**src/rtl/thermfb_pkg.sv**
```systemverilog
package thermfb_pkg;
    typedef enum logic [1:0] {
        STEP_HOLD = 2'd0,
        STEP_UP   = 2'd1,
        STEP_DOWN = 2'd2
    } step_e;
endpackage

```
**src/rtl/thermfb_track.sv**
```systemverilog
module thermfb_track #(
    parameter int W = 8
) (
    input  logic         clk,
    input  logic         rst_n,
    input  logic         sample_i,
    input  logic         above_i,
    output logic [W-1:0] code_o
);
    import thermfb_pkg::*;

    typedef struct packed {
        logic [W-1:0] code;
    } trk_t;

    trk_t  st_d, st_q;
    step_e step;

    always_comb begin
        st_d = st_q;
        if (!sample_i)     step = STEP_HOLD;
        else if (above_i)  step = STEP_DOWN;
        else               step = STEP_UP;
        case (step)
            STEP_DOWN: if (st_q.code != '0) st_d.code = st_q.code - 1'b1;
            STEP_UP:   if (st_q.code != '1) st_d.code = st_q.code + 1'b1;
            default:   st_d.code = st_q.code;
        endcase
    end

    always_ff @(posedge clk or negedge rst_n) begin
        if (!rst_n) st_q <= '0;
        else        st_q <= st_d;
    end

    assign code_o = st_q.code;
endmodule

```
**src/rtl/thermfb_iir.sv**
```systemverilog
module thermfb_iir #(
    parameter int W  = 8,
    parameter int SH = 2
) (
    input  logic         clk,
    input  logic         rst_n,
    input  logic         en_i,
    input  logic [W-1:0] x_i,
    output logic [W-1:0] y_o
);
    localparam int AW = W + SH;

    typedef struct packed {
        logic [AW-1:0] acc;
    } iir_t;

    iir_t st_d, st_q;

    // acc stays within (2^W-1)*2^SH, so AW bits never overflow
    always_comb begin
        st_d = st_q;
        if (en_i)
            st_d.acc = st_q.acc - (st_q.acc >> SH) + {{SH{1'b0}}, x_i};
    end

    always_ff @(posedge clk or negedge rst_n) begin
        if (!rst_n) st_q <= '0;
        else        st_q <= st_d;
    end

    assign y_o = st_q.acc[AW-1:SH];
endmodule

```
**src/rtl/thermfb_guard.sv**
```systemverilog
module thermfb_guard #(
    parameter int W     = 8,
    parameter int TRIP  = 246,
    parameter int CLEAR = 208,
    parameter int ACQ   = 256
) (
    input  logic         clk,
    input  logic         rst_n,
    input  logic         en_i,
    input  logic [W-1:0] fast_i,
    output logic         shutdown_o,
    output logic         ready_o
);
    localparam int           CW      = $clog2(ACQ + 1);
    localparam logic [W-1:0] TRIP_C  = W'(TRIP);
    localparam logic [W-1:0] CLEAR_C = W'(CLEAR);
    localparam logic [CW-1:0] ACQ_C  = CW'(ACQ);

    typedef struct packed {
        logic          sd;
        logic          rdy;
        logic [CW-1:0] cnt;
    } grd_t;

    grd_t st_d, st_q;
    logic hot, cool;

    always_comb begin
        st_d = st_q;
        hot  = fast_i >= TRIP_C;
        cool = fast_i <  CLEAR_C;
        if (en_i) begin
            st_d.sd = st_q.sd ? !cool : hot;
            if (st_q.cnt != ACQ_C) st_d.cnt = st_q.cnt + 1'b1;
            if (st_q.cnt == ACQ_C && cool && !st_q.sd) st_d.rdy = 1'b1;
        end
    end

    always_ff @(posedge clk or negedge rst_n) begin
        if (!rst_n) st_q <= '0;
        else        st_q <= st_d;
    end

    assign shutdown_o = st_q.sd;
    assign ready_o    = st_q.rdy;
endmodule

```
**src/rtl/thermfb_derate.sv**
```systemverilog
module thermfb_derate #(
    parameter int W    = 8,
    parameter int KNEE = 197,
    parameter int TRIP = 246
) (
    input  logic [W-1:0] slow_i,
    input  logic         shutdown_i,
    output logic [W-1:0] scale_o
);
    localparam int             SPAN   = TRIP - KNEE;
    localparam logic [W-1:0]   KNEE_C = W'(KNEE);
    localparam logic [W-1:0]   TRIP_C = W'(TRIP);
    localparam logic [2*W-1:0] FULL_W = (2*W)'((1 << W) - 1);
    localparam logic [2*W-1:0] SPAN_W = (2*W)'(SPAN);

    always_comb begin
        if (shutdown_i || slow_i >= TRIP_C)
            scale_o = '0;
        else if (slow_i <= KNEE_C)
            scale_o = '1;
        else
            scale_o = W'(((2*W)'(TRIP_C - slow_i) * FULL_W) / SPAN_W);
    end
endmodule

```
**src/rtl/thermal_foldback.sv**
```systemverilog
module thermal_foldback #(
    parameter int CODE_W      = 8,
    parameter int FAST_SH     = 2,
    parameter int SLOW_SH     = 6,
    parameter int KNEE_CODE   = 197,
    parameter int TRIP_CODE   = 246,
    parameter int CLEAR_CODE  = 208,
    parameter int ACQ_STROBES = 256
) (
    input  logic              clk,
    input  logic              rst_n,
    input  logic              sample_i,
    input  logic              cmp_above_i,
    output logic [CODE_W-1:0] dac_code_o,
    output logic [CODE_W-1:0] scale_o,
    output logic              shutdown_o,
    output logic              ready_o
);
    logic [CODE_W-1:0] code, fast_y, slow_y;

    thermfb_track #(.W(CODE_W)) u_track (
        .clk(clk), .rst_n(rst_n), .sample_i(sample_i),
        .above_i(cmp_above_i), .code_o(code)
    );

    thermfb_iir #(.W(CODE_W), .SH(FAST_SH)) u_fast (
        .clk(clk), .rst_n(rst_n), .en_i(sample_i), .x_i(code), .y_o(fast_y)
    );

    thermfb_iir #(.W(CODE_W), .SH(SLOW_SH)) u_slow (
        .clk(clk), .rst_n(rst_n), .en_i(sample_i), .x_i(code), .y_o(slow_y)
    );

    thermfb_guard #(.W(CODE_W), .TRIP(TRIP_CODE), .CLEAR(CLEAR_CODE),
                    .ACQ(ACQ_STROBES)) u_guard (
        .clk(clk), .rst_n(rst_n), .en_i(sample_i), .fast_i(fast_y),
        .shutdown_o(shutdown_o), .ready_o(ready_o)
    );

    thermfb_derate #(.W(CODE_W), .KNEE(KNEE_CODE), .TRIP(TRIP_CODE)) u_derate (
        .slow_i(slow_y), .shutdown_i(shutdown_o), .scale_o(scale_o)
    );

    assign dac_code_o = code;
endmodule

```
**config.mk**
```make
export PLATFORM = sky130hd
export DESIGN_NAME = thermal_foldback
export DESIGN_NICKNAME = d
export VERILOG_FILES = /design/src/rtl/thermfb_pkg.sv /design/src/rtl/thermfb_track.sv /design/src/rtl/thermfb_iir.sv /design/src/rtl/thermfb_guard.sv /design/src/rtl/thermfb_derate.sv /design/src/rtl/thermal_foldback.sv
export SDC_FILE = /design/constraint.sdc
export NUM_CORES = 1
export LEC_CHECK = 0
export ABC_CLOCK_PERIOD_IN_PS = 33100
export BUFFER_PORTS_ARGS = -buffer_cell sky130_fd_sc_hd__buf_4
export CORE_AREA = 3 3 236 168
export DETAILED_ROUTE_END_ITERATION = 16
export DIE_AREA = 0 0 239 171
export PLACE_DENSITY_LB_ADDON = 0.3
export REMOVE_ABC_BUFFERS = 1
export SYNTH_ARGS = -nofsm -noshare
export SYNTH_HDL_FRONTEND = slang
export SYNTH_HIERARCHICAL = 1
export SYNTH_SLANG_ARGS = --single-unit
```
**constraint.sdc**
```tcl
create_clock -name clk -period 33.1 [get_ports clk]
set_clock_uncertainty 0.05 [all_clocks]
set_input_delay 3.31 -clock clk [delete_from_list [all_inputs] [get_ports clk]]
set_output_delay 3.31 -clock clk [all_outputs]
set_load 0.02 [all_outputs]
```
==> Word level (Yosys, flattened, before mapping) <==
Index checks and enable logic that the tools add are counted.
{ "classes": {"n_mux": 8, "n_div": 1, "eq_ne": 7, "mul": 1, "order_cmp": 4, "reduce_logical": 10, "add_sub_neg": 8} }
{ "ops": {"columns": ["cell", "n"], "rows": [
  ["8-bit two-way mux", 4],
  ["16-bit by 6-bit divider with 16-bit output (second input constant)", 1],
  ["8-bit >= comparator (second input constant)", 2],
  ["16-bit by 8-bit multiplier with 16-bit output (second input constant)", 1],
  ["8-bit one-hot mux with 2 select lines", 1],
  ["14-bit by 8-bit adder with 14-bit output", 1],
  ["14-bit by 8-bit subtractor with 14-bit output", 1],
  ["10-bit by 8-bit adder with 10-bit output", 1],
  ["10-bit by 8-bit subtractor with 10-bit output", 1],
  ["9-bit by 1-bit adder with 9-bit output (second input constant)", 1],
  ["9-bit == test (second input constant)", 1],
  ["9-bit != test (second input constant)", 1],
  ["8-bit by 8-bit subtractor with 9-bit output (first input constant)", 1],
  ["8-bit by 1-bit adder with 8-bit output (second input constant)", 1],
  ["8-bit <= comparator (second input constant)", 1],
  ["8-bit less-than comparator (second input constant)", 1],
  ["8-bit != test (second input constant)", 1],
  ["8-bit nonzero test", 1],
  ["8-bit by 1-bit subtractor with 8-bit output (second input constant)", 1],
  ["2-bit two-way mux", 2],
  ["2-bit by 1-bit != test with 1-bit output (second input constant)", 2],
  ["2-bit AND reduction", 2],
  ["3-bit AND reduction", 1],
  ["2-bit by 1-bit == test with 1-bit output (second input constant)", 1],
  ["6 further kinds", 8]
]} }
{ "word_totals": {"reg_bits": 43, "word_cells": 45, "in_bits": 4, "out_inout_bits": 18} }

==> Logic depth before layout (Yosys ltp) <==
{ "depth": {"depth_word": 5, "depth_mapped": 48, "mapped_depth_nobuf": 43} }

==> By module <==
The synthesis kept the hierarchy.
{ "by_module_without_submodules": {"columns": ["mod", "seq_area_each_um2", "area_per_inst_um2", "cells_per_inst", "n_inst"], "rows": [
  ["thermfb_derate", 0.0, 4822.1, 645, 1],
  ["thermfb_iir at u_slow", 350.3, 1475.2, 178, 1],
  ["thermfb_iir at u_fast", 250.2, 1118.6, 130, 1],
  ["thermfb_track", 200.2, 614.3, 62, 1],
  ["thermfb_guard", 275.3, 575.6, 53, 1]
]} }

==> Worst setup path after synthesis <==
No wires, ideal clock.
{ "synth_path": {"path_kind": "reg2out", "startpoint": "register u_slow/st_q[7] (netlist name)", "endpoint": "output scale_o[0]", "stages_incl_launch_ff": 46, "t_arrival_ns": 11.643, "required_ns": 29.740, "slack_ns": 18.097, "path_buffers": 4, "path_cell_list": "dfrtp_1 > buf_4 > ha_1 > a21oi_1 > nor2_1 > xnor2_1 > inv_1 > fa_1 > inv_1 > fa_1 > fa_1 > inv_1 > fa_1 > inv_1 > ha_1 > buf_2 > o211ai_2 > o211a_1 > (+10 left out) > o211ai_2 > a21boi_1 > mux2i_1 > nor3_1 > a211oi_1 > a31oi_2 > o41a_1 > o221ai_2 > mux2i_2 > xor2_2 > a31oi_1 > o21ai_0 > inv_1 > ha_1 > or4_4 > a211oi_4 > nor3_1 > o311ai_1"} }
{ "synth_between": {"elab_chain_len": 5, "word_cells_on_any_way": 8, "cone_classes": "1 x add/sub; 1 x mul; 1 x div; 2 x order compare; 2 x mux; 1 x reduce/logical"} }
{ "synth_rtl": {"columns": ["element", "line_no", "rtl"], "rows": [
  ["start: declaration", "thermfb_iir.sv:17", "iir_t st_d, st_q;"],
  ["start signal: assignment", "thermfb_iir.sv:28", "else st_q <= st_d;"],
  ["8-bit by 8-bit subtractor with 9-bit output", "thermfb_derate.sv:22", "scale_o = W'(((2*W)'(TRIP_C - slow_i) * FULL_W) / SPAN_W);"],
  ["16-bit by 8-bit multiplier with 16-bit output", "thermfb_derate.sv:22", null],
  ["16-bit by 6-bit divider with 16-bit output", "thermfb_derate.sv:22", null],
  ["8-bit two-way mux", "thermfb_derate.sv:19", "else if (slow_i <= KNEE_C)"],
  ["8-bit two-way mux (*)", "thermfb_derate.sv:17", "if (shutdown_i || slow_i >= TRIP_C)"],
  ["end: declaration", "thermal_foldback.sv:15", "output logic [CODE_W-1:0] scale_o,"]
]} }
Every way passes the cells marked *; elsewhere a longest branch is shown, timed or not.

==> Worst setup path in the final report <==
{ "layout_path": {"startpoint": "register u_slow/st_q[6] (netlist name)", "endpoint": "output scale_o[0]"} }
The elaborated chain is that of the path after synthesis.

==> impl_results.md <==
* Endpoint, Worst Hold: u_guard/st_q[8]
* Crit path largest cell delay at 0.81 ns
* Hold path depth at 1
* WS Path Type: flop to primary output
* Worst reg2reg startpoint: u_track/code_o[1]
* Post-route DRC at 0
* Initial antenna violation count at 0
* Mean routed wirelength per cell at 13.9 um
* Post-route setup TNS at 0 ns
* Layout cells sized above 1 at 9.19%
* Grt ovf at 0
* Vias in the first global route at 7066
* Port bufs at 21
* Hold path startpoint: u_guard/st_q[8]
* Fin util at 24.9%
* Num CTS Buffers at 5
* Fmax at 57.5 MHz
* Worst Hold Class: flop to flop
* Hold slack final at 0.411 ns
* Clock sink total at 43
* CP dominant cell by count: inv_1
* Pin count of the biggest net entering global routing at 56
* TritonRoute pass-1 iters at 7
* FF-to-FF End: u_slow/st_q[12]
* Final Hold Fails at 0
* Clock transition at path regs at 0.07 ns
* Inst Count DP at 1536
* Worst EP arrival at 14.04 ns
* Rows at 59
* Core ar. at 37400 um2
* Ant. Diodes at 0
* Setup repair after global routing missed its margin: no
* Post_cts resized at 0
* Starting Density at 23.0%
* Post-Layout Cell Count at 1544
* Slew Viols, Final at 0
* Clock Path Buffers at 2
* # fillers at 4142
* Global-route wire length before repair at 36.6 mm
* Initial drt markers at 547
* Final Critical Period at 17.40 ns
* Area of the mapped netlist at 8600 um2
* Syn avg cell area at 8.06 um2
* P&R area growth vs syn at 8.18%
* Clk_lat worst skew at 0.29 ns
* Worst path slowest cell: a22oi_1
* TritonCTS clock tree: built
* Worst-path maximum fanout at 14
* Vias/cell at 4.88
* Drt total wl at 21.5 mm
* R2R setup slack at 29.96 ns
* Post-CTS Hold Buffers at 0
* MaxCap Viol Count at 0
* I/O pins at 22
* Remaining antenna violation count at 0
* Worst Setup SP: u_slow/st_q[6]
* Worst R2R Path Depth at 9
* Setup Viol. Count Final at 0
* Startpoint types: flop
* Crit end category: primary output
* YS warnings at 6
* Total track usage at 10.6%
* Max-slew headroom at 33.0%
* Postcts setup bufs at 0
* Hpwl dp at 17.1 mm
* Via count at 7534
* Post-layout nets at 1178
* Die Footprint at 40900 um2
* CTS root buf: clkbuf_16
* Die Height at 171 um
* H-tree Lvls at 2
* GP Congestion at 0.857
* Worst Path Required at 29.74 ns
* Run status: completed
* Synthesized instance count at 1067
* Period utilization at 52.6%
* Die X-Extent at 239 um
* Worst-Margin Slew at 1.00 ns
-- layer usage --
metal  track usage, %  vias up  part of all wire, %
met5                0        -                    0
li1                 -     3791                    -
met1             17.2     3552                   56
met4             1.18        0                 0.61
met3            0.773       12                  3.5
met2             15.4      179                   40
-- worst max-delay path by stage --
stage | endpoint | slack [ns] | cells past startpoint
2_1_floorplan | scale_o[0] | 17.70 | 41
3_3_place_gp | scale_o[0] | 16.56 | 43
3_5_place_dp | scale_o[0] | 16.26 | 43
4_1_cts | scale_o[0] | 15.88 | 43
5_1_grt | scale_o[0] | 14.47 | 43
6_report | scale_o[0] | 15.70 | 43
-- per-stage QoR --
stage          area [um2]  setup WS (ns)
2_1_floorplan        8350          17.70
3_3_place_gp         9120          16.56
3_5_place_dp         9120          16.26
4_1_cts              9300          15.88
5_1_grt              9300          14.47
6_report             9300          15.70
-- critical path, delay by kind of cell, from the launching register on --
kind	cells	cell delay, ns
compound gates	20	5.88
mux	3	1.33
fa+ha+maj	7	3.15
xor+xnor	2	0.77
buf+inv	6	0.59
simple gates	5	1.42
flops	1	0.58
-- cell usage in the layout, fill, tap and decap left out, drive strengths merged, types with 8 or more instances in the layout --
master / count
o21a: 14
ha: 67
nor3: 30
nand2: 62
or3: 15
nor4: 8
a211oi: 18
fa: 52
a21oi: 58
buf: 22
nand4: 12
o211a: 11
a21o: 24
o31ai: 9
o21bai: 9
o211ai: 29
dfrtp: 43
xnor2: 31
nor2: 68
nand3: 27
o21ai: 61
or2: 12
a211o: 10
xor2: 24
and2: 8
inv: 167
mux2i: 17
nand2b: 17
a31oi: 18
-- sequential cells by signal, summed over array words and instances (netlist names) --
name / flops
u_track/code_o: 8
u_slow/st_q: 14
u_guard/ready_o: 1
u_guard/st_q: 9
u_fast/st_q: 10
u_guard/shutdown_o: 1
-- layout make-up --
| cell class | instances | area (um2) | area share, % |
|---|---|---|---|
| inverters | 166 | 623 | 6.70 |
| multi-input cells | 817 | 6650 | 71.5 |
| repair buffers | 22 | 165 | 1.78 |
| clock inverters | 2 | 38.8 | 0.417 |
| well taps | 488 | 611 | 6.56 |
| clock buffers | 6 | 139 | 1.49 |
| flip-flops and latches | 43 | 1080 | 11.6 |
Power is not shown: default switching activity piles up to over one toggle a cycle in this logic, so the estimate is an artifact.
